$ cat src/rtl/trap_entry.sv
module trap_entry #(
  parameter int XLEN = 32,
  parameter logic [XLEN-1:0] RST_VEC = '0,
  parameter logic [XLEN-1:0] DBG_ROM = XLEN'(32'h800),
  parameter logic [XLEN-1:0] DBG_EXC = XLEN'(32'h808),
  parameter logic [XLEN-1:0] BP_CAUSE = XLEN'(3)
) (
  input  logic            clk,
  input  logic            rst_n,
  input  logic            trap_valid,
  input  logic [XLEN-1:0] trap_cause,
  input  logic [XLEN-1:0] trap_epc,
  input  logic            trap_has_addr,
  input  logic [XLEN-1:0] trap_addr,
  input  logic [XLEN-1:0] exc_deleg,
  input  logic [XLEN-1:0] int_deleg,
  input  logic [XLEN-1:0] svec,
  input  logic [XLEN-1:0] mvec,
  input  logic [3:0]      dbg_bp_en,
  input  logic            ld_valid,
  input  logic [1:0]      ld_prv,
  input  logic [3:0]      ld_ie,
  output logic [1:0]      prv,
  output logic            pc_set,
  output logic [XLEN-1:0] pc_tgt,
  output logic            tlb_flush,
  output logic            resv_clr,
  output logic [3:0]      st_ie,
  output logic            st_spie,
  output logic            st_spp,
  output logic            st_mpie,
  output logic [1:0]      st_mpp,
  output logic [XLEN-1:0] sepc,
  output logic [XLEN-1:0] scause,
  output logic [XLEN-1:0] sbad,
  output logic [XLEN-1:0] mepc,
  output logic [XLEN-1:0] mcause,
  output logic [XLEN-1:0] mbad,
  output logic [2:0]      dbg_cause,
  output logic [1:0]      dbg_prv,
  output logic [XLEN-1:0] dpc
);
  localparam int IW = $clog2(XLEN);
  localparam logic [2:0] SWBP = 3'd1;

  logic            is_irq, idx_ok, deleg_bit, to_s, bp_hit, in_dbg;
  logic            take_dbg, take_dexc, take_norm;
  logic [XLEN-1:0] mask;
  logic [IW-1:0]   idx_lo;

  assign is_irq    = trap_cause[XLEN-1];
  assign mask      = is_irq ? int_deleg : exc_deleg;
  assign idx_ok    = ~|trap_cause[XLEN-2:IW];
  assign idx_lo    = trap_cause[IW-1:0];
  assign deleg_bit = idx_ok & mask[idx_lo];
  assign to_s      = (prv <= 2'd1) & deleg_bit;
  assign bp_hit    = (trap_cause == BP_CAUSE) & dbg_bp_en[prv];
  assign in_dbg    = dbg_cause != 3'd0;
  assign take_dbg  = trap_valid & bp_hit;
  assign take_dexc = trap_valid & ~bp_hit & in_dbg;
  assign take_norm = trap_valid & ~bp_hit & ~in_dbg;

  always_ff @(posedge clk or negedge rst_n) begin
    if (!rst_n) begin
      prv       <= 2'd3;
      pc_tgt    <= RST_VEC;
      pc_set    <= 1'b0;
      tlb_flush <= 1'b0;
      resv_clr  <= 1'b0;
      st_ie     <= '0;
      st_spie   <= 1'b0;
      st_spp    <= 1'b0;
      st_mpie   <= 1'b0;
      st_mpp    <= '0;
      sepc      <= '0;
      scause    <= '0;
      sbad      <= '0;
      mepc      <= '0;
      mcause    <= '0;
      mbad      <= '0;
      dbg_cause <= '0;
      dbg_prv   <= '0;
      dpc       <= '0;
    end else begin
      pc_set    <= trap_valid;
      tlb_flush <= take_dbg | take_norm | (ld_valid & ~trap_valid);
      resv_clr  <= take_norm;
      if (take_dbg) begin
        dbg_cause <= SWBP;
        dbg_prv   <= prv;
        dpc       <= trap_epc;
        prv       <= 2'd3;
        pc_tgt    <= DBG_ROM;
      end else if (take_dexc) begin
        pc_tgt <= DBG_EXC;
      end else if (take_norm && to_s) begin
        pc_tgt   <= svec;
        scause   <= trap_cause;
        sepc     <= trap_epc;
        if (trap_has_addr) sbad <= trap_addr;
        st_spie  <= st_ie[prv];
        st_spp   <= prv[0];
        st_ie[1] <= 1'b0;
        prv      <= 2'd1;
      end else if (take_norm) begin
        pc_tgt   <= mvec;
        mcause   <= trap_cause;
        mepc     <= trap_epc;
        if (trap_has_addr) mbad <= trap_addr;
        st_mpie  <= st_ie[prv];
        st_mpp   <= prv;
        st_ie[3] <= 1'b0;
        prv      <= 2'd3;
      end else if (ld_valid) begin
        prv       <= ld_prv;
        st_ie     <= ld_ie;
        dbg_cause <= '0;
      end
    end
  end


  trap_target_chk: assert property (@(posedge clk) disable iff (!rst_n)
    resv_clr |-> (prv == 2'd1 || prv == 2'd3));

  resv_src_chk: assert property (@(posedge clk) disable iff (!rst_n)
    resv_clr |-> $past(trap_valid));

  redirect_src_chk: assert property (@(posedge clk) disable iff (!rst_n)
    pc_set |-> $past(trap_valid));

  dbg_enter_chk: assert property (@(posedge clk) disable iff (!rst_n)
    $rose(dbg_cause != 3'd0) |-> (prv == 2'd3 && pc_tgt == DBG_ROM));

  m_stays_chk: assert property (@(posedge clk) disable iff (!rst_n)
    (trap_valid && prv == 2'd3) |=> prv == 2'd3);

  s_ie_off_chk: assert property (@(posedge clk) disable iff (!rst_n)
    (resv_clr && prv == 2'd1) |-> !st_ie[1]);

  dexc_quiet_chk: assert property (@(posedge clk) disable iff (!rst_n)
    (pc_set && pc_tgt == DBG_EXC && !tlb_flush) |-> (!resv_clr && $stable(prv)));
endmodule

$ cat config.mk
export PLATFORM = sky130hd
export DESIGN_NAME = trap_entry
export DESIGN_NICKNAME = d
export VERILOG_FILES = /design/src/rtl/trap_entry.sv
export SDC_FILE = /design/constraint.sdc
export NUM_CORES = 1
export LEC_CHECK = 0
export ABC_CLOCK_PERIOD_IN_PS = 5900
export BUFFER_PORTS_ARGS = -buffer_cell sky130_fd_sc_hd__buf_2
export CAP_MARGIN = 25
export CORE_AREA = 2 2 200 202
export CTS_CLUSTER_DIAMETER = 50
export CTS_CLUSTER_SIZE = 12
export DETAILED_ROUTE_END_ITERATION = 7
export DIE_AREA = 0 0 202 204
export MAX_ROUTING_LAYER = met4
export REMOVE_ABC_BUFFERS = 1
export SLEW_MARGIN = 10
export SYNTH_ARGS = -nofsm -noshare
export SYNTH_HDL_FRONTEND = slang
export SYNTH_SLANG_ARGS = --single-unit
$ cat constraint.sdc
create_clock -name clk -period 5.9 [get_ports clk]
set_input_delay 0.295 -clock clk [delete_from_list [all_inputs] [get_ports clk]]
set_output_delay 0.295 -clock clk [all_outputs]
set_load 0.01 [all_outputs]
==> out/results.ini <==
[synth]
synth_simple_gate_area_share_pct=6.91
synthMuxAreaShare_pct=24.9
synth_most_common_cell=dfrtp_1
synth_ff_type=dfrtp_1
synth_top_area_cell=dfrtp_1
synth_xor_area_share_pct=0
yosysUniqueCellTypes=48
syn_area_um2=11500
yosysWarnings=0
yosysSeqAreaShare_pct=59.2
synth_cells=811
synth_commonest_cells=271 x dfrtp_1, 130 x mux2_2, 55 x mux2_4
syn_area_per_cell_um2=14.2
synth_fa_ha_area_share_pct=0
synth-edff-count=0
synth-compound-area-share_pct=4.79
synth_top_family_by_area=multiplexers
ys_seq_elements=273
synth_top_area_share_pct=58.8
synth.area.top_cells=dfrtp_1 59%, mux2_2 13%, mux2_4 7.2%
async_flop_share_pct=100

[finish]
drive_above_1_share_pct=54.4
fill_cells=3624
fin_util_pct=43.3
layout.nets=1668
instances_no_fill=1985
area_growth_pct=46.9

[floorplan]
start_util_pct=29.4
die_area_um2=41200
rows=73
die-height_um=204
ios=514
die_w_um=202
core-area_um2=39200

[clock_network]
clk_pin_slew_worst_paths_ns=0.06
cts-htree-levels=2
clk_latency_ns=0.54
cts_made_buffers=37
cts_root_buf=clkbuf_16
clock-sinks=273
cts_resized=0
clockBufferDepth=3
cts_tree=built

[hold_path]
hp-start=trap_epc[7]
min_path_cells=2
min_path_type=in2reg
whs_endpoint=mepc[7]

[drt]
drt-initial-drc-count=347
firstDrtPassIters=4
wire_per_inst_um=19.9
finalWirelength_mm=39.6
detailroute.via_count=9329
drc=0
antenna_left=0
viasPerCell=4.70

[setup_path]
path_max_fanout=65
worstReg2RegEnd=mepc[3]
critPathBufInv=2
worstRegToRegCells=8
path_cells=mux4_2 -> nand4_1 -> nor3_2 -> nor2_4 -> buf_4 -> nand3_4 -> buf_4 -> mux2_4
r2r_start=prv[0]
critPathRequiredTime_ns=6.33
critical-path-top-delay-family=simple AND/OR/NAND/NOR gates
rrSetupSlack_ns=1.68
crit_top_cell=buf_4
endpoint_kind=flip-flop
cpMaxStageDelayCell=nand3_4
crit_type=reg2reg
critical_path_arrival_ns=4.65
crit_path_max_incr_delay_ns=0.85
worstSetupStartpointType=flip-flop

[power_and_ir_drop]
swShare_pct=27.1
irDropWorstVdd_mv=0.261
power_density_nw_per_um2=312
p_int_mw=3.85
p_comb_share_pct=16.5
pwr-share-seq_pct=40.9
p_sw_mw=1.43
pwr-share-clk_pct=42.6
leakagePower_nw=8.99
power_mw=5.28

[placement]
place_congestion=0.895
place_inst=1804
dp_hpwl_mm=28.5
port_buffers=511

[status]
status=completed

[sta]
drv_slew=0
fmax_ghz=0.237
slew_headroom_pct=35.1
rsz0062_at_grt=no
skew_ns=0.0133
min_period_ns=4.22
holdWs_ns=0.0283
final.setup.tns_ns=0
hold_viol_final=0
worstMarginPinSlew_ns=0.974
finalCritPeriodShare_pct=71.5
setup_viol_count_final=0

[global_routing]
grtUsageTotal_pct=19.2
grt_pass1_wl_mm=58.8
grt_pass1_vias=9856
grt_max_degree=125
grt-ovfl-total=0
antenna_found_initial=10

[run]
maxCapViolCount=0

-- cells in the final DEF (no fill, tap or decap), drive strengths merged, types with 8 or more instances in the layout --
| cell | count |
|---|---|
| inv | 42 |
| buf | 526 |
| mux2i | 32 |
| dfrtp | 271 |
| nand4 | 35 |
| dlygate4sd3 | 110 |
| diode | 8 |
| o221ai | 30 |
| clkbuf | 44 |
| and3 | 26 |
| mux2 | 204 |
| a22oi | 16 |
| nand2 | 47 |
-- layout make-up --
type                            instances  area (um^2)  share of cell area [%]
Inverter                               32          120                   0.709
Tap cell                              525          657                    3.88
Clock buffer                           44          992                    5.85
Timing Repair Buffer                  636         3820                    22.5
Sequential cell                       273         6830                    40.3
Antenna cell                            8         20.0                   0.118
Multi-Input combinational cell        449         4270                    25.2
Clock inverter                         18          238                    1.40
-- stage by stage --
stage               setup WS (ns)  instance area, um^2
floorplan                   0.701                11200
global placement             1.26                14500
detailed placement           1.62                14600
CTS                          1.63                16900
global route                 1.49                16900
finish                       1.68                16900
-- worst max path at each step --
stage	slack, ns	depth (start not counted)	end	startpoint
6_report	1.68	8	mepc[3]	prv[0]
3_3_place_gp	1.26	9	mepc[21]	trap_cause[1]
3_5_place_dp	1.62	8	mepc[5]	prv[0]
5_1_grt	1.49	8	mepc[31]	prv[0]
2_1_floorplan	0.70	7	sbad[0]	prv[0]
4_1_cts	1.63	8	mepc[5]	prv[0]
-- logic make-up after synthesis --
| family | after synthesis |
|---|---|
| other | 1 |
| buffers and inverters | 90 |
| flip-flops | 273 |
| multiplexers | 238 |
| AND/OR/NAND/NOR | 145 |
| AO/OA/AOI/OAI | 64 |
-- routing by layer --
layer,vias to the layer above,global-route usage [%],part of all wire (%)
met1,4619,22.5,40
met2,449,31.1,48
li1,4189,-,-
met4,0,6.22,2.6
met3,72,6.35,8.9
met5,-,-,0
-- registers in the layout (all words and copies together) (netlist names) --
| name | flops |
|---|---|
| sepc | 32 |
| st_spp | 1 |
| st_mpie | 1 |
| pc_set | 1 |
| st_ie | 4 |
| prv | 2 |
| st_mpp | 2 |
| pc_tgt | 32 |
| mepc | 32 |
| st_spie | 1 |
| mcause | 32 |
| tlb_flush | 1 |
| resv_clr | 1 |
| sbad | 32 |
| dbg_cause | 1 |
| mbad | 32 |
| scause | 32 |
| dpc | 32 |
| dbg_prv | 2 |
-- power by group through the flow --
| stage | Clock, mW | Combinational, mW | Sequential (mW) |
|---|---|---|---|
| 4_1_cts | 2.32 | 0.880 | 2.16 |
| 2_1_floorplan | 0 | 0.303 | 2.26 |
| 3_3_place_gp | 0 | 0.806 | 2.18 |
| 6_report | 2.25 | 0.871 | 2.16 |
| 3_5_place_dp | 0 | 0.817 | 2.19 |
| 5_1_grt | 2.40 | 0.941 | 2.18 |
-- what timing repair did --
action,in CTS,in global routing
hold buffers,110,0
hold endpoints to repair,290,0
buffers inserted,0,0
endpoints found under the setup margin,0,0
Power figures use the tool's default switching activity.
